--- config.mk ---
export PLATFORM = sky130hd
export DESIGN_NAME = wdt_two_stage
export DESIGN_NICKNAME = d
export VERILOG_FILES = /design/src/rtl/wdt_pkg.sv /design/src/rtl/wdt_bus_lanes.sv /design/src/rtl/wdt_countdown.sv /design/src/rtl/wdt_status.sv /design/src/rtl/wdt_two_stage.sv
export SDC_FILE = /design/constraint.sdc
export NUM_CORES = 1
export LEC_CHECK = 0
export BUFFER_PORTS_ARGS = -buffer_cell sky130_fd_sc_hd__buf_2
export CAP_MARGIN = 20
export CORE_ASPECT_RATIO = 0.6
export CORE_MARGIN = 1
export CORE_UTILIZATION = 28
export DETAILED_ROUTE_END_ITERATION = 8
export GPL_TIMING_DRIVEN = 0
export SLEW_MARGIN = 20
export SYNTH_ARGS = -nofsm -noshare
export SYNTH_HDL_FRONTEND = slang
export SYNTH_SLANG_ARGS = --single-unit
--- constraint.sdc ---
create_clock -name clk_i -period 4.4 [get_ports clk_i]
set_input_delay 0.88 -clock clk_i [delete_from_list [all_inputs] [get_ports clk_i]]
set_output_delay 0.88 -clock clk_i [all_outputs]
set_load 0.02 [all_outputs]
--- src/rtl/wdt_pkg.sv ---
package wdt_pkg;
  localparam int ADDR_W    = 5;
  localparam int REG_BYTES = 20;
  localparam int OFF_RLD   = 0;
  localparam int OFF_DIN   = 2;
  localparam int OFF_DOUT  = 3;
  localparam int OFF_STS1  = 4;
  localparam int OFF_STS2  = 6;
  localparam int OFF_CTL1  = 8;
  localparam int OFF_CTL2  = 10;
  localparam int OFF_MSG1  = 12;
  localparam int OFF_MSG2  = 13;
  localparam int OFF_WDCNT = 14;
  localparam int OFF_SWIRQ = 16;
  localparam int OFF_TMR   = 18;
  localparam int S1_SMI  = 1;
  localparam int S1_INT  = 2;
  localparam int S1_TMO  = 3;
  localparam int S2_SEC  = 1;
  localparam int S2_BOOT = 2;
  localparam int C1_HALT = 11;
  localparam int C1_LOCK = 12;
  localparam logic [15:0] CTL2_RST  = 16'h0008;
  localparam logic [7:0]  SWIRQ_RST = 8'h03;
  localparam int          TMR_RST   = 4;
  typedef enum logic [1:0] {SZ_BYTE = 2'd0, SZ_WORD = 2'd1, SZ_DWORD = 2'd2} xfer_size_e;
endpackage

--- src/rtl/wdt_bus_lanes.sv ---
module wdt_bus_lanes
  import wdt_pkg::*;
#(
  parameter int NB = 20,
  parameter int AW = 5
) (
  input  logic [AW-1:0]   addr_i,
  input  logic [1:0]      size_i,
  input  logic            wr_i,
  input  logic [31:0]     wdata_i,
  output logic [NB-1:0]   wstb_o,
  output logic [NB*8-1:0] wbytes_o,
  input  logic [NB*8-1:0] rbytes_i,
  output logic [31:0]     rdata_o
);
  logic [2:0] nbytes;
  always_comb begin
    case (size_i)
      SZ_BYTE: nbytes = 3'd1;
      SZ_WORD: nbytes = 3'd2;
      default: nbytes = 3'd4;
    endcase
  end

  // Write side: each register byte finds its lane within the access window.
  for (genvar i = 0; i < NB; i++) begin : g_wlane
    logic [AW:0]  offv;
    logic [31:0]  wsh;
    assign offv = (AW+1)'(i) - {1'b0, addr_i};
    assign wstb_o[i] = wr_i && (offv < {{(AW-2){1'b0}}, nbytes});
    assign wsh = wdata_i >> {offv[1:0], 3'b000};
    assign wbytes_o[i*8 +: 8] = wsh[7:0];
  end

  // Read side: lane k returns byte addr+k when inside the access and the map.
  for (genvar k = 0; k < 4; k++) begin : g_rlane
    logic [AW:0]     idx;
    logic [NB*8-1:0] rsh;
    assign idx = {1'b0, addr_i} + (AW+1)'(k);
    assign rsh = rbytes_i >> {idx, 3'b000};
    assign rdata_o[k*8 +: 8] = ((3'(k) < nbytes) && (idx < (AW+1)'(NB))) ? rsh[7:0] : 8'h00;
  end
endmodule

--- src/rtl/wdt_countdown.sv ---
module wdt_countdown #(
  parameter int CW = 10
) (
  input  logic          clk_i,
  input  logic          rst_ni,
  input  logic          tick_i,
  input  logic          halt_i,
  input  logic          reload_i,
  input  logic [CW-1:0] tmr_i,
  input  logic          no_reboot_i,
  output logic [CW-1:0] count_o,
  output logic          expire_o,
  output logic          second_o,
  output logic          action_req_o
);
  logic armed_q;
  logic step;

  assign step     = tick_i && !halt_i && !reload_i;
  assign expire_o = step && (count_o <= CW'(1));
  assign second_o = expire_o && armed_q;

  always_ff @(posedge clk_i) begin
    if (!rst_ni) begin
      count_o      <= '0;
      armed_q      <= 1'b0;
      action_req_o <= 1'b0;
    end else begin
      action_req_o <= 1'b0;
      if (reload_i) begin
        count_o <= tmr_i;
        armed_q <= 1'b0;
      end else if (expire_o) begin
        count_o      <= tmr_i;
        armed_q      <= !armed_q;
        action_req_o <= armed_q && !no_reboot_i;
      end else if (step) begin
        count_o <= count_o - CW'(1);
      end
    end
  end

  p_halt_hold_r3: assert property (@(posedge clk_i) disable iff (!rst_ni)
    (halt_i && !reload_i) |=> $stable(count_o));
  p_reload_load_r12: assert property (@(posedge clk_i) disable iff (!rst_ni)
    reload_i |=> (count_o == $past(tmr_i)));
  p_decrement_r2: assert property (@(posedge clk_i) disable iff (!rst_ni)
    (tick_i && !halt_i && !reload_i && count_o > CW'(1)) |=> (count_o == $past(count_o) - CW'(1)));
  p_action_gate_r6: assert property (@(posedge clk_i) disable iff (!rst_ni)
    action_req_o |-> !$past(no_reboot_i));
  p_action_pulse_r6: assert property (@(posedge clk_i) disable iff (!rst_ni)
    action_req_o |=> !action_req_o);
endmodule

--- src/rtl/wdt_status.sv ---
module wdt_status
  import wdt_pkg::*;
(
  input  logic        clk_i,
  input  logic        rst_ni,
  input  logic        expire_i,
  input  logic        second_i,
  input  logic        smi_set_i,
  input  logic        int_set_i,
  input  logic        clr1_stb_i,
  input  logic [7:0]  clr1_i,
  input  logic        clr2_stb_i,
  input  logic [7:0]  clr2_i,
  output logic [15:0] sts1_o,
  output logic [15:0] sts2_o
);
  logic tmo_q, smi_q, int_q, sec_q, boot_q;

  always_ff @(posedge clk_i) begin
    if (!rst_ni) begin
      tmo_q  <= 1'b0;
      smi_q  <= 1'b0;
      int_q  <= 1'b0;
      sec_q  <= 1'b0;
      boot_q <= 1'b0;
    end else begin
      // Set wins over a simultaneous write-1-to-clear.
      tmo_q  <= expire_i  | (tmo_q  & !(clr1_stb_i & clr1_i[S1_TMO]));
      smi_q  <= smi_set_i | (smi_q  & !(clr1_stb_i & clr1_i[S1_SMI]));
      int_q  <= int_set_i | (int_q  & !(clr1_stb_i & clr1_i[S1_INT]));
      sec_q  <= second_i  | (sec_q  & !(clr2_stb_i & clr2_i[S2_SEC]));
      boot_q <= second_i  | (boot_q & !(clr2_stb_i & clr2_i[S2_BOOT]));
    end
  end

  always_comb begin
    sts1_o = '0;
    sts1_o[S1_TMO] = tmo_q;
    sts1_o[S1_SMI] = smi_q;
    sts1_o[S1_INT] = int_q;
    sts2_o = '0;
    sts2_o[S2_SEC]  = sec_q;
    sts2_o[S2_BOOT] = boot_q;
  end

  p_timeout_set_r4: assert property (@(posedge clk_i) disable iff (!rst_ni)
    expire_i |=> sts1_o[S1_TMO]);
  p_second_bits_r5: assert property (@(posedge clk_i) disable iff (!rst_ni)
    second_i |=> (sts2_o[S2_SEC] && sts2_o[S2_BOOT]));
  p_no_spurious_clear_r7: assert property (@(posedge clk_i) disable iff (!rst_ni)
    (tmo_q && !(clr1_stb_i && clr1_i[S1_TMO])) |=> sts1_o[S1_TMO]);
endmodule

--- src/rtl/wdt_two_stage.sv ---
module wdt_two_stage
  import wdt_pkg::*;
#(
  parameter int CW = 10
) (
  input  logic        clk_i,
  input  logic        rst_ni,
  input  logic [4:0]  addr_i,
  input  logic [1:0]  size_i,
  input  logic        wr_i,
  input  logic [31:0] wdata_i,
  output logic [31:0] rdata_o,
  input  logic        tick_i,
  input  logic        no_reboot_i,
  output logic        timeout_o,
  output logic        sw_irq_o,
  output logic        action_req_o
);
  localparam int TMR_HI_W = CW - 8;

  logic [REG_BYTES-1:0]   wstb;
  logic [REG_BYTES*8-1:0] wb;
  logic [REG_BYTES*8-1:0] rb;

  logic [7:0]    din_q, dout_q, msg1_q, msg2_q, wdcnt_q, swirq_q;
  logic [15:0]   ctl2_q;
  logic [CW-1:0] tmr_q;
  logic          halt_q, lock_q;
  logic [CW-1:0] count;
  logic          expire, second, reload;
  logic [15:0]   sts1, sts2;
  logic [7:0]    ctl1_hi_wr;

  wdt_bus_lanes #(.NB(REG_BYTES), .AW(ADDR_W)) u_lanes (
    .addr_i   (addr_i),
    .size_i   (size_i),
    .wr_i     (wr_i),
    .wdata_i  (wdata_i),
    .wstb_o   (wstb),
    .wbytes_o (wb),
    .rbytes_i (rb),
    .rdata_o  (rdata_o)
  );

  assign reload     = wstb[OFF_RLD] | wstb[OFF_RLD+1];
  assign ctl1_hi_wr = wb[(OFF_CTL1+1)*8 +: 8];

  always_ff @(posedge clk_i) begin
    if (!rst_ni) begin
      din_q   <= '0;
      dout_q  <= '0;
      msg1_q  <= '0;
      msg2_q  <= '0;
      wdcnt_q <= '0;
      swirq_q <= SWIRQ_RST;
      ctl2_q  <= CTL2_RST;
      tmr_q   <= CW'(TMR_RST);
      halt_q  <= 1'b0;
      lock_q  <= 1'b0;
    end else begin
      if (wstb[OFF_DIN])    din_q   <= wb[OFF_DIN*8 +: 8];
      if (wstb[OFF_DOUT])   dout_q  <= wb[OFF_DOUT*8 +: 8];
      if (wstb[OFF_MSG1])   msg1_q  <= wb[OFF_MSG1*8 +: 8];
      if (wstb[OFF_MSG2])   msg2_q  <= wb[OFF_MSG2*8 +: 8];
      if (wstb[OFF_WDCNT])  wdcnt_q <= wb[OFF_WDCNT*8 +: 8];
      if (wstb[OFF_SWIRQ])  swirq_q <= wb[OFF_SWIRQ*8 +: 8];
      if (wstb[OFF_CTL2])   ctl2_q[7:0]  <= wb[OFF_CTL2*8 +: 8];
      if (wstb[OFF_CTL2+1]) ctl2_q[15:8] <= wb[(OFF_CTL2+1)*8 +: 8];
      if (wstb[OFF_TMR])    tmr_q[7:0]   <= wb[OFF_TMR*8 +: 8];
      if (wstb[OFF_TMR+1])  tmr_q[CW-1:8] <= wb[(OFF_TMR+1)*8 +: TMR_HI_W];
      if (wstb[OFF_CTL1+1]) begin
        halt_q <= ctl1_hi_wr[C1_HALT-8];
        lock_q <= lock_q | ctl1_hi_wr[C1_LOCK-8];
      end
    end
  end

  wdt_countdown #(.CW(CW)) u_count (
    .clk_i        (clk_i),
    .rst_ni       (rst_ni),
    .tick_i       (tick_i),
    .halt_i       (halt_q),
    .reload_i     (reload),
    .tmr_i        (tmr_q),
    .no_reboot_i  (no_reboot_i),
    .count_o      (count),
    .expire_o     (expire),
    .second_o     (second),
    .action_req_o (action_req_o)
  );

  wdt_status u_status (
    .clk_i      (clk_i),
    .rst_ni     (rst_ni),
    .expire_i   (expire),
    .second_i   (second),
    .smi_set_i  (wstb[OFF_DIN]),
    .int_set_i  (wstb[OFF_DOUT]),
    .clr1_stb_i (wstb[OFF_STS1]),
    .clr1_i     (wb[OFF_STS1*8 +: 8]),
    .clr2_stb_i (wstb[OFF_STS2]),
    .clr2_i     (wb[OFF_STS2*8 +: 8]),
    .sts1_o     (sts1),
    .sts2_o     (sts2)
  );

  always_comb begin
    rb = '0;
    rb[OFF_RLD*8  +: 16] = {{(16-CW){1'b0}}, count};
    rb[OFF_DIN*8  +: 8]  = din_q;
    rb[OFF_DOUT*8 +: 8]  = dout_q;
    rb[OFF_STS1*8 +: 16] = sts1;
    rb[OFF_STS2*8 +: 16] = sts2;
    rb[OFF_CTL1*8 + C1_HALT] = halt_q;
    rb[OFF_CTL1*8 + C1_LOCK] = lock_q;
    rb[OFF_CTL2*8 +: 16] = ctl2_q;
    rb[OFF_MSG1*8 +: 8]  = msg1_q;
    rb[OFF_MSG2*8 +: 8]  = msg2_q;
    rb[OFF_WDCNT*8 +: 8] = wdcnt_q;
    rb[OFF_SWIRQ*8 +: 8] = swirq_q;
    rb[OFF_TMR*8  +: 16] = {{(16-CW){1'b0}}, tmr_q};
  end

  assign timeout_o = sts1[S1_TMO];
  assign sw_irq_o  = sts1[S1_SMI] | sts1[S1_INT];

  p_lock_sticky_r8: assert property (@(posedge clk_i) disable iff (!rst_ni)
    lock_q |=> lock_q);
  p_din_flag_r9: assert property (@(posedge clk_i) disable iff (!rst_ni)
    wstb[OFF_DIN] |=> sw_irq_o);
endmodule

* Word-level counts from Yosys, hierarchy flattened
Cells that the tools add are included. Widths: inputs -> output; s select.
Operators by class: add/subtract/negate cells 19, $lt $le $gt $ge 24, equal/unequal tests 1, shift-type cells 17, multiplexer cells 8, bitwise gates (word level) 20, reduce and logical (&&, ||, !) cells 37
Operators by type and width (number):
- $shr 154x9->8 | 3
- $shr 32x5->8 | 9
- $shr 154x8->8 | 1
- $lt 6x3->1 | 15
- $sub 4x5->6 const A | 6
- $mux 8 | 4
- $shr 32x5->2 | 1
- $shr 32x5->3 | 1
- $shr 32x5->4 | 1
- $shr 32x5->5 | 1
- $mux 10 | 3
- $logic_and 1x1->1 | 24
- $lt 6x5->1 const B | 3
- $sub 5x5->6 const A | 3
- $add 5x2->6 const B | 2
- $sub 1x5->6 const A | 2
- $sub 2x5->6 const A | 2
- $sub 3x5->6 const A | 2
- $and 1x1->1 | 10
- $le 10x1->1 const B | 1
- $sub 10x1->10 const B | 1
- $logic_not 1->1 | 9
- $or 1x1->1 | 8
- $add 5x1->6 const B | 1
- 10 further kinds | 13
Word-level totals: bits in registers 93, input port bits 44, output and inout bits 35, logic and storage cells 146

* Depth between registers and ports, before layout
Gate-level depths: netlist (run 1).
depth in word-level cells 10, gate-level depth with buffers 15, depth with buffers taken out 10

* By module
A second synthesis (run 1) with hierarchy kept.
Second synthesis, totals: cell total of the unflattened synthesis 1241, area total of the unflattened synthesis 11451.0 µm²
Modules (own cells, without submodules):
- wdt_bus_lanes | times used 1, cells an instance 841, area each 7382.1 µm², sequential area each 0.0 µm²
- wdt_two_stage | times used 1, cells an instance 248, area each 2895.3 µm², sequential area each 1521.5 µm²
- wdt_countdown | times used 1, cells an instance 100, area each 758.2 µm², sequential area each 240.2 µm²
- wdt_status | times used 1, cells an instance 52, area each 415.4 µm², sequential area each 100.1 µm²

* Worst setup path before layout (run 1)
Ideal clock, no wire load.
path kind input -> output, start input port addr_i[0], end output port rdata_o[24], arrival time 3.551 ns, data required time 3.520 ns, slack -0.031 ns, stages on the path 11, buffers on the path 4, path through buf_2 -> inv_1 -> buf_2 -> buf_1 -> ha_1 -> buf_2 -> a211o_1 -> o22ai_1 -> a221o_1 -> nand2_1 -> a2111oi_0
Between the ends: longest elaborated chain between the ends 4, elaborated cells between the ends (all ways) 5, those cells by class 1 x add/sub; 1 x order compare; 1 x shift; 1 x mux; 1 x reduce/logical
Ends and longest elaborated chain:
- from (decl) | line wdt_two_stage.sv:8 | input logic [4:0] addr_i,
- $add 5x2->6 (*) | line wdt_bus_lanes.sv:39 | assign idx = {1'b0, addr_i} + (AW+1)'(k);
- branches (longest 2 deep; another with $shr 154x9->8)
- $mux 8 (*) | line wdt_bus_lanes.sv:41 | assign rdata_o[k*8 +: 8] = ((3'(k) < nbytes) && (idx < (AW+1)'(NB))) ? rsh[7:0] : 8'h00;
- to (decl) | line wdt_two_stage.sv:12 | output logic [31:0] rdata_o,
Mark *: on every way between the ends.

* Final worst setup path (run 1)
Same ends and word-level chain as after synthesis.

==> results.toml, run 1 <==
[status]
status = "finished clean"

[critical_path]
crit_path_start_kind = "input pin"
rr_worst_depth = 5
endpoint = "rdata_o[24]"
cp-end-kind = "primary output"
r2r-start = "u_count.count_o[2]$_SDFFE_PN0P_"
required_ns = 3.52
timing.rr.end = "u_count.count_o[9]$_SDFFE_PN0P_"
worstSetupStartpoint = "addr_i[0]"
r2r_slack_ns = 2.16
arrival_ns = 3.52
path_class = "input pin to primary output"
cp_max_fo = 13

[final_layout]
multi_input_area_um2 = 6180
layout-drive-gt1-share = 0.241
area_growth_pct = 16.8
seqCellArea_um2 = 1860
nNetsFinal = 1110
layout_commonest_cell = "mux2i_1"
diodes = 0
fill_cells = 3084
layout_common_cells = "136 x mux2i_1, 119 x nand2_1, 93 x dfxtp_1, 92 x buf_2, 92 x nor2_1"

[power]
total_leakage_power_nw = 4.03
p_total_mw = 2.93
seqPwrFrac = 0.351
p_clk_frac = 0.283
swShare = 0.413
power_density_nw_per_um2 = 301
p_switching_mw = 1.21
internal_power_mw = 1.72
pwr-share-comb = 0.365
irDropWorstVdd_mv = 0.182

[clock_network]
htree_levels = 3
cts_buffer_depth = 2
root_buffer = "clkbuf_16"
cts_tree = "yes"
cts_buffers = 9
ctsHoldBuffers = 0
postCtsSetupRepairBufs = 0
clk_latency_ns = 0.38
clkTransAtPathRegs_ns = 0.07
clkSinkCount = 93

[grt]
grt-ovfl-total = 0
grt_usage = 0.294
grt_max_degree = 20
grt_pass1_wl_mm = 62.0
antenna_found_initial = 1
grt_pass1_vias = 8098

[die]
io_pins = 79
coreArea_um2 = 29000
start_util = 0.287
die_w_um = 225
fp.dieArea_um2 = 30400
die_h_um = 136
num_rows = 48

[placed_design]
dpl.hpwl_mm = 34.0
port_buffers = 77
gp_congestion = 1.03

[synthesis]
yosys_most_used_dff = "dfxtp_1"
syn_area_um2 = 8330
synth_largest_area_cell = "dfxtp_1"
async_reset_ff_frac = 0
synth.yosys.seq_area_share = 0.224
syn_nets = 1030
netlist_top_cells_area = "dfxtp_1 22%, mux2i_1 16%, mux4_2 12%"
synth_enable_flop_cells = 0
synth.distinct_cells = 89
avgSynthCellArea_um2 = 8.69
syn-instance-count = 958
ys_ff_latch = 93
yosys_warnings = 0
yosysTopAreaCellShare = 0.224

[sta]
finalSetupViolCount = 0
finalHoldViolations = 0
rsz0062_at_grt = "false"
maxSlewHeadroom = 0.251
max_freq_ghz = 0.227
clock_skew_ns = 0.0166
worstMarginPinSlew_ns = 1.12
drv_slew = 0
period_share = 0.999
holdWs_ns = 0.499
period_needed_ns = 4.40

[worst_hold_path]
min_path_type = "register to register"
hold_path_depth = 2

[routing]
drt_pass1_iterations = 6
wl_mm = 45.0
drtIter0Drc = 1227
viasPerCell = 6.26
drc = 0
vias = 9037
ant_nets = 0
wire_per_inst_um = 31.2

[job]
drv_cap = 0
==> routing by layer <==
metal  vias to the layer above  global-route usage  part of all wire
li1                       3753                   -                 -
met1                      4492               0.421              0.45
met2                       719               0.374              0.37
met3                        73               0.160              0.16
met4                         0              0.0597             0.021
met5                         -                   0                 0
==> sequential cells by signal, summed over array words and instances (netlist names), 8 cells and up <==
register	cells
ctl2_q	16
u_count.count_o	10
swirq_q	8
tmr_q	10
wdcnt_q	8
msg1_q	8
msg2_q	8
din_q	8
dout_q	8
==> power by group through the flow <==
| stage | clock [mW] | combinational [mW] | sequential, mW |
|---|---|---|---|
| 3_5_place_dp | 0 | 1.01 | 1.04 |
| 3_3_place_gp | 0 | 1.01 | 1.04 |
| 2_1_floorplan | 0 | 0.685 | 0.982 |
| 4_1_cts | 0.832 | 1.03 | 1.02 |
| 5_1_grt | 0.863 | 1.12 | 1.04 |
| 6_report | 0.831 | 1.07 | 1.03 |
==> kinds of logic (layout without fill, tap and decap cells) <==
| group | Yosys count | in the layout | share of synthesized area |
|---|---|---|---|
| AOI/OAI and AO/OA | 219 | 219 | 0.185 |
| xor gates and xnor gates | 10 | 10 | 0.0105 |
| adders and majority gates | 28 | 28 | 0.0421 |
| buffers and inverters | 103 | 188 | 0.0558 |
| DFF | 93 | 93 | 0.224 |
| muxes | 199 | 199 | 0.312 |
| and+or+nand+nor | 306 | 306 | 0.171 |
==> stage by stage <==
step                      setup WS (ns)   util  TNS [ns]  std cells  instance area [µm²]
after floorplan                 -0.0308      -    -0.154        958                 8330
after global placement            -1.63  0.318    -80.62       1435                 9210
after detailed placement          -1.57  0.318    -77.11       1435                 9220
after CTS                       0.00113  0.332         0       1444                 9640
after global routing            0.00801  0.335         0       1443                 9730
final                           0.00413  0.335         0       1443                 9730
==> critical path, stage by stage <==
cell	delay, ns
clkbuf_4	0.19
buf_2	0.29
buf_4	0.29
nor3_1	0.87
a221oi_1	0.30
a2111oi_4	0.44
buf_2	0.23
==> what timing repair did <==
item / 4_1_cts / 5_1_grt
gates resized for setup: 43 / 25
endpoints found under the hold margin: 0 / 0
pin swaps: 0 / 1
setup endpoints to repair: 79 / 24
==> worst min path at each step <==
stage               slack (ns)                 startpoint                        end
floorplan                 0.45     msg1_q[6]$_SDFFE_PN0P_     msg1_q[6]$_SDFFE_PN0P_
global placement          0.47    wdcnt_q[6]$_SDFFE_PN0P_    wdcnt_q[6]$_SDFFE_PN0P_
detailed placement        0.48    wdcnt_q[6]$_SDFFE_PN0P_    wdcnt_q[6]$_SDFFE_PN0P_
CTS                       0.49    wdcnt_q[6]$_SDFFE_PN0P_    wdcnt_q[6]$_SDFFE_PN0P_
global route              0.52  u_status.smi_q$_SDFF_PN0_  u_status.smi_q$_SDFF_PN0_
finish                    0.50    wdcnt_q[6]$_SDFFE_PN0P_    wdcnt_q[6]$_SDFFE_PN0P_
==> synth_stat cells, types with 4 or more instances <==
cell,count
xnor2_1,6
clkbuf_1,34
o211ai_1,4
ha_1,28
a221oi_1,10
nor2b_1,8
o21ai_0,34
a21o_1,5
a31oi_1,6
nor4_1,5
a211oi_1,7
mux2i_1,136
xor2_1,4
buf_4,6
nand2_1,120
nor3_1,15
o22ai_1,14
nor2_1,92
nand2b_1,9
mux4_2,44
o221ai_1,5
a22oi_1,8
nand3_1,19
or2_2,5
buf_1,9
inv_1,22
buf_2,28
o2bb2ai_1,9
mux2_2,17
dfxtp_1,93
a2111oi_0,10
a32oi_1,4
a21oi_1,52
and3_1,4
==> final cells by class <==
class	count	share of cell area
Multi-Input combinational cell	762	0.635
Timing Repair Buffer	77	0.0406
Clock buffer	10	0.0246
Sequential cell	93	0.191
Buffer	71	0.0401
Tap cell	400	0.0515
Clock inverter	6	0.00656
Inverter	24	0.00978
(Power assumes the default switching activity.)
==> run 2, diff against run 1 <==
--- a/config.mk
+++ b/config.mk
@@ -7,11 +7,15 @@
 export LEC_CHECK = 0
 export BUFFER_PORTS_ARGS = -buffer_cell sky130_fd_sc_hd__buf_2
 export CAP_MARGIN = 20
+export CELL_PAD_IN_SITES_DETAIL_PLACEMENT = 1
+export CELL_PAD_IN_SITES_GLOBAL_PLACEMENT = 2
 export CORE_ASPECT_RATIO = 0.6
 export CORE_MARGIN = 1
-export CORE_UTILIZATION = 28
+export CORE_UTILIZATION = 38
 export DETAILED_ROUTE_END_ITERATION = 8
+export GPL_ROUTABILITY_DRIVEN = 0
 export GPL_TIMING_DRIVEN = 0
+export PLACE_DENSITY_LB_ADDON = 0.1
 export SLEW_MARGIN = 20
 export SYNTH_ARGS = -nofsm -noshare
 export SYNTH_HDL_FRONTEND = slang
==> run 2 against run 1 <==
  * The flow now finishes with violations (design-rule violations, negative setup slack)
  * First-iteration DRC count down 9.9%
  * Largest power group unchanged
  * Critical path depth up 1
  * Wire length down 4.0%
  * Utilization up 12 points
  * Cell count down 8.0%
  * Via count down 2.1%
  * Hold slack worse by 0.014 ns
  * Setup slack worse by 0.071 ns
==> results.toml, run 2 (synthesis gave the netlist of run 1 again) <==
[clock_network]
cts_tree = "yes"
clkTransAtPathRegs_ns = 0.07
clkSinkCount = 93
htree_levels = 3
root_buffer = "clkbuf_16"
clk_latency_ns = 0.39
cts_buffer_depth = 2
cts_buffers = 9
ctsHoldBuffers = 0

[routing]
drtIter0Drc = 1105
wl_mm = 43.2
drc = 12
highest_layer = "met5"
wire_per_inst_um = 32.6
drt_pass1_iterations = 8
routed-wl-met2_mm = 16.1
wl_met3_mm = 6.06
vias = 8851
wl_met1_mm = 20.0
ant_nets = 0
viasPerCell = 6.67

[power]
pwr-share-comb = 0.363
seqPwrFrac = 0.347
internal_power_mw = 1.77
power_density_nw_per_um2 = 306
total_leakage_power_nw = 4.03
swShare = 0.397
p_switching_mw = 1.17
p_total_mw = 2.94
p_clk_frac = 0.290
irDropWorstVdd_mv = 0.201

[sta]
finalSetupViolCount = 5
period_needed_ns = 4.47
max_freq_ghz = 0.224
maxSlewHeadroom = 0.249
fin_ws_ns = -0.0670
worstMarginPinSlew_ns = 1.12
clock_skew_ns = 0.0199
rsz0062_at_grt = "true"
drv_slew = 0
finalHoldViolations = 0
fin_setup_tns_ns = -0.0988
period_share = 1.02

[final_layout]
regMostFlops = "ctl2_q"
area_growth_pct = 15.4
layout_commonest_cell = "mux2i_1"
reg_top3 = "ctl2_q x16, tmr_q x10, u_count.count_o x10"
largest_register_ffs = 16
final_cells = 1327
layout-drive-gt1-share = 0.232
utilization = 0.452
nNetsFinal = 1115
diodes = 0
layout_common_cells = "136 x mux2i_1, 119 x nand2_1, 93 x dfxtp_1, 92 x buf_2, 92 x nor2_1"

[critical_path]
critPathMaxStageDelay_ns = 0.64
worst_path_most_repeated_cell = "buf_2"
required_ns = 3.52
cp_max_fo = 10
crit_path_start_kind = "input pin"
cp-end-kind = "primary output"
cp_top_family = "buffers and inverters"
crit_chain = "buf_2 -> buf_2 -> buf_2 -> clkbuf_1 -> clkbuf_1 -> a32oi_1 -> a21oi_1 -> buf_2"
slowest_stage = "clkbuf_1"
cp_num_buf_inv = 6
path_class = "input pin to primary output"
arrival_ns = 3.59

[die]
num_rows = 41
die_w_um = 193
io_pins = 79
die_h_um = 117
fp.dieArea_um2 = 22500
start_util = 0.392
coreArea_um2 = 21200

[status]
violations = "design-rule violations, negative setup slack"
status = "complete, but fails checks"

[placed_design]
post-place-cells = 1315
port_buffers = 77
place_ws_ns = -1.50
dpl.hpwl_mm = 32.3

[grt]
grt_pass1_vias = 8212
grt_max_degree = 20
grt_pass1_wl_mm = 60.5
grt_usage = 0.389
grt-ovfl-total = 0
antenna_found_initial = 1

[job]
drv_cap = 0

[worst_hold_path]
min_path_type = "register to register"
==> run 2: layout make-up <==
type                            instances  area, µm²
Fill cell                            2536      11600
Multi-Input combinational cell        762       6170
Sequential cell                        93       1860
Timing Repair Buffer                   79        409
Buffer                                 74        404
Tap cell                              279        349
Clock buffer                           11        243
Inverter                               24       98.8
Clock inverter                          5       66.3
==> run 2: power groups by stage <==
stage	combinational [mW]	clock [mW]	sequential, mW
global route	1.13	0.890	1.02
finish	1.07	0.852	1.02
global placement	1.00	0	1.03
detailed placement	1.01	0	1.03
floorplan	0.685	0	0.982
CTS	1.04	0.858	1.01
==> run 2: timing repair <==
item,in CTS,in global routing
pin swaps,2,3
resized for setup,43,17
cloned,0,0
setup endpoints to repair,84,21
buffers inserted,1,0
==> run 2: worst register-to-register path: stages (launching register included) <==
cell       delay, ns
dfxtp_1         0.37
or4_4           0.59
nor4_4          0.59
nand2_4         0.17
a21oi_4         0.33
o2bb2ai_1       0.15
==> run 2: layer usage <==
| layer | vias up | track usage |
|---|---|---|
| li1 | 3772 | - |
| met1 | 4393 | 0.576 |
| met2 | 605 | 0.504 |
| met3 | 79 | 0.159 |
| met4 | 2 | 0.108 |
| met5 | - | 0 |
==> run 2: worst paths after layout <==
check,endpoint,cells past startpoint,slack (ns),start
max reg2reg,u_count.count_o[3]$_SDFFE_PN0P_,5,2.13,u_count.count_o[2]$_SDFFE_PN0P_
min,msg1_q[6]$_SDFFE_PN0P_,2,0.49,msg1_q[6]$_SDFFE_PN0P_
max,rdata_o[8],8,-0.07,addr_i[4]
min reg2reg,msg1_q[6]$_SDFFE_PN0P_,2,0.49,msg1_q[6]$_SDFFE_PN0P_
==> run 2: per-stage QoR <==
| stage | hold WS [ns] | instance area (µm²) |
|---|---|---|
| floorplan | 0.450 | 8330 |
| detailed placement | 0.475 | 9070 |
| CTS | 0.485 | 9560 |
| global placement | 0.466 | 9060 |
| global route | 0.510 | 9600 |
| finish | 0.486 | 9600 |
==> run 3, diff against run 2 <==
--- a/config.mk
+++ b/config.mk
@@ -5,13 +5,14 @@
 export SDC_FILE = /design/constraint.sdc
 export NUM_CORES = 1
 export LEC_CHECK = 0
+export ABC_AREA = 1
 export BUFFER_PORTS_ARGS = -buffer_cell sky130_fd_sc_hd__buf_2
 export CAP_MARGIN = 20
 export CELL_PAD_IN_SITES_DETAIL_PLACEMENT = 1
 export CELL_PAD_IN_SITES_GLOBAL_PLACEMENT = 2
 export CORE_ASPECT_RATIO = 0.6
 export CORE_MARGIN = 1
-export CORE_UTILIZATION = 38
+export CORE_UTILIZATION = 32
 export DETAILED_ROUTE_END_ITERATION = 8
 export GPL_ROUTABILITY_DRIVEN = 0
 export GPL_TIMING_DRIVEN = 0
==> run 3 against run 2 <==
  * The run now ends clean
  * Sequential power shrank 8%
  * Critical endpoint is now rdata_o[24]
  * Design area shrank 3.7%
  * Non-clock buffer count grew 4
  * Setup slack gained 0.18 ns
  * Sequential share of layout area grew 0.74 points
  * Utilization shrank 7.5 points
  * Largest power group unchanged
  * Flip-flop and latch count is the same
  * Cell count grew 32%
  * Area after synthesis shrank 2.1%
==> results.toml, run 3 <==
[clock_network]
clkTransAtPathRegs_ns = 0.07
cts_tree = "yes"
clk_latency_ns = 0.38
clkSinkCount = 93
htree_levels = 3
cts_buffers = 9
root_buffer = "clkbuf_16"
cts_buffer_depth = 2
postCtsSetupRepairBufs = 0

[placed_design]
place_ws_ns = -0.623
dpl.hpwl_mm = 39.6
port_buffers = 77

[final_layout]
layout_common_cells = "330 x nand2_1, 159 x o21ai_0, 137 x inv_1, 116 x a21oi_1, 108 x buf_2"
fill_cells = 3332
regMostFlops = "ctl2_q"
reg_top3 = "ctl2_q x16, tmr_q x10, u_count.count_o x10"
layout-drive-gt1-share = 0.129
multi_input_area_um2 = 5310
largest_register_ffs = 16
layout_commonest_cell = "nand2_1"
seqCellArea_um2 = 1860
nNetsFinal = 1501
area_growth_pct = 13.5

[sta]
finalSetupViolCount = 0
fin_ws_ns = 0.114
rsz0062_at_grt = "false"
max_freq_ghz = 0.233
maxSlewHeadroom = 0.309
clock_skew_ns = 0.00545
period_needed_ns = 4.29
finalHoldViolations = 0
period_share = 0.974
drv_slew = 0
worstMarginPinSlew_ns = 1.03
holdWs_ns = 0.476

[grt]
grt_max_degree = 23
grt-ovfl-total = 0
antenna_found_initial = 1
grt_pass1_vias = 10046
grt_usage = 0.379
grt_pass1_wl_mm = 70.6

[die]
start_util = 0.332
io_pins = 79
die_w_um = 208
fp.dieArea_um2 = 26100
coreArea_um2 = 24600
num_rows = 44
die_h_um = 126

[power]
p_clk_frac = 0.300
total_leakage_power_nw = 3.90
pwr-share-comb = 0.352
internal_power_mw = 1.54
power_density_nw_per_um2 = 293
p_switching_mw = 1.17
seqPwrFrac = 0.348
swShare = 0.431
irDropWorstVdd_mv = 0.192

[critical_path]
arrival_ns = 3.41
crit_path_start_kind = "input pin"
endpoint = "rdata_o[24]"
path_class = "input pin to primary output"
rr_worst_depth = 10
required_ns = 3.52
worst_path_most_repeated_cell = "buf_2"
slowest_stage = "a211oi_1"
critPathMaxStageDelay_ns = 0.35
crit_chain = "buf_2 -> inv_4 -> buf_6 -> buf_4 -> ha_1 -> xor2_2 -> nand2_1 -> nand3_1 -> nand3_4 -> a211oi_1 -> buf_2"
r2r_slack_ns = 2.30
cp-end-kind = "primary output"
worstSetupStartpoint = "addr_i[0]"
r2r-start = "u_count.count_o[0]$_SDFFE_PN0P_"
cp_max_fo = 19
timing.rr.end = "u_count.count_o[9]$_SDFFE_PN0P_"

[routing]
drt_pass1_iterations = 5
wl_met3_mm = 7.90
wire_per_inst_um = 28.0
drc = 0
wl_mm = 49.2
ant_nets = 0
highest_layer = "met5"
wl_met1_mm = 22.4
vias = 10557
drtIter0Drc = 1210
viasPerCell = 6.01
routed-wl-met2_mm = 17.6

[synthesis]
syn_nets = 1415
synth.distinct_cells = 53
yosys_most_used_dff = "dfxtp_1"
yosysTopAreaCellShare = 0.229
synth_enable_flop_cells = 0
async_reset_ff_frac = 0
syn-instance-count = 1343
netlist_top_cells_area = "dfxtp_1 23%, nand2_1 15%, o21ai_0 9.8%"
avgSynthCellArea_um2 = 6.07
synthTopCellsByCount = "330 x nand2_1, 160 x o21ai_0, 137 x inv_1, 116 x a21oi_1, 97 x nor2_1"
ys_ff_latch = 93
yosys_warnings = 0
yosysMostFrequentCell = "nand2_1"
syn_area_um2 = 8150
synth.yosys.seq_area_share = 0.229
synth_largest_area_cell = "dfxtp_1"

[worst_hold_path]
hold_path_depth = 2
min_path_type = "register to register"

[status]
status = "finished clean"

[job]
drv_cap = 0
## run 3: per-stage QoR
stage,area (µm²),instances,total power [mW],utilization,setup TNS (ns)
after floorplan,8150,1343,1.49,-,0
after global placement,8930,1742,1.85,0.364,-15.29
after detailed placement,8930,1742,1.87,0.364,-12.60
after CTS,9240,1756,2.67,0.376,0
after global routing,9250,1756,2.81,0.377,0
final,9250,1758,2.71,0.377,0
## run 3: logic make-up (layout without fill, tap and decap cells)
logic type,Yosys count,count (layout),synth area share
buffers and inverters,232,323,0.124
AO/OA/AOI/OAI,409,409,0.278
XOR/XNOR,13,13,0.0140
other,0,2,0
flip-flops,93,93,0.229
AND/OR/NAND/NOR,553,553,0.295
multiplexers,15,15,0.0184
adder cells (fa/ha/maj),28,28,0.0430
## run 3: how the worst min path moves through the flow
stage,from,endpoint,slack (ns)
floorplan,ctl2_q[10]$_SDFFE_PN0P_,ctl2_q[10]$_SDFFE_PN0P_,0.43
global placement,din_q[6]$_SDFFE_PN0P_,din_q[6]$_SDFFE_PN0P_,0.45
detailed placement,dout_q[1]$_SDFFE_PN0P_,dout_q[1]$_SDFFE_PN0P_,0.46
CTS,dout_q[1]$_SDFFE_PN0P_,dout_q[1]$_SDFFE_PN0P_,0.47
global route,din_q[6]$_SDFFE_PN0P_,din_q[6]$_SDFFE_PN0P_,0.50
finish,dout_q[1]$_SDFFE_PN0P_,dout_q[1]$_SDFFE_PN0P_,0.48
## run 3: final cells by class
cell class                 count  share of cell area
clock inverter                 6             0.00609
sequential                    93               0.201
antenna                        2            0.000541
multi-input combinational   1018               0.574
tap                          322              0.0436
buffer                        80              0.0468
inverter                     150              0.0614
clock buffer                  10              0.0248
timing repair buffer          77              0.0417
## run 3: metal layers
layer | track usage | vias up
met5 | 0.0363 | -
met4 | 0.110 | 2
met3 | 0.184 | 79
met2 | 0.477 | 716
met1 | 0.545 | 5065
li1 | - | 4695
## run 3: power groups by stage
stage	registers, mW	logic (mW)	clock network [mW]
after floorplan	0.931	0.560	0
after global placement	0.957	0.897	0
after detailed placement	0.958	0.908	0
after CTS	0.938	0.914	0.818
after global routing	0.945	1.02	0.847
final	0.943	0.955	0.812
## run 3: critical path: cells and delay by family
kind                       cells  cell delay [ns]
xor gates and xnor gates       1             0.27
and+or+nand+nor                3             0.45
adders and majority gates      1             0.34
buffers and inverters          5             1.10
AOI/OAI and AO/OA              1             0.35
## run 3: timing repair
item	CTS	global route
setup endpoints to repair	18	3
gates resized for setup	5	2
hold buffers	0	0
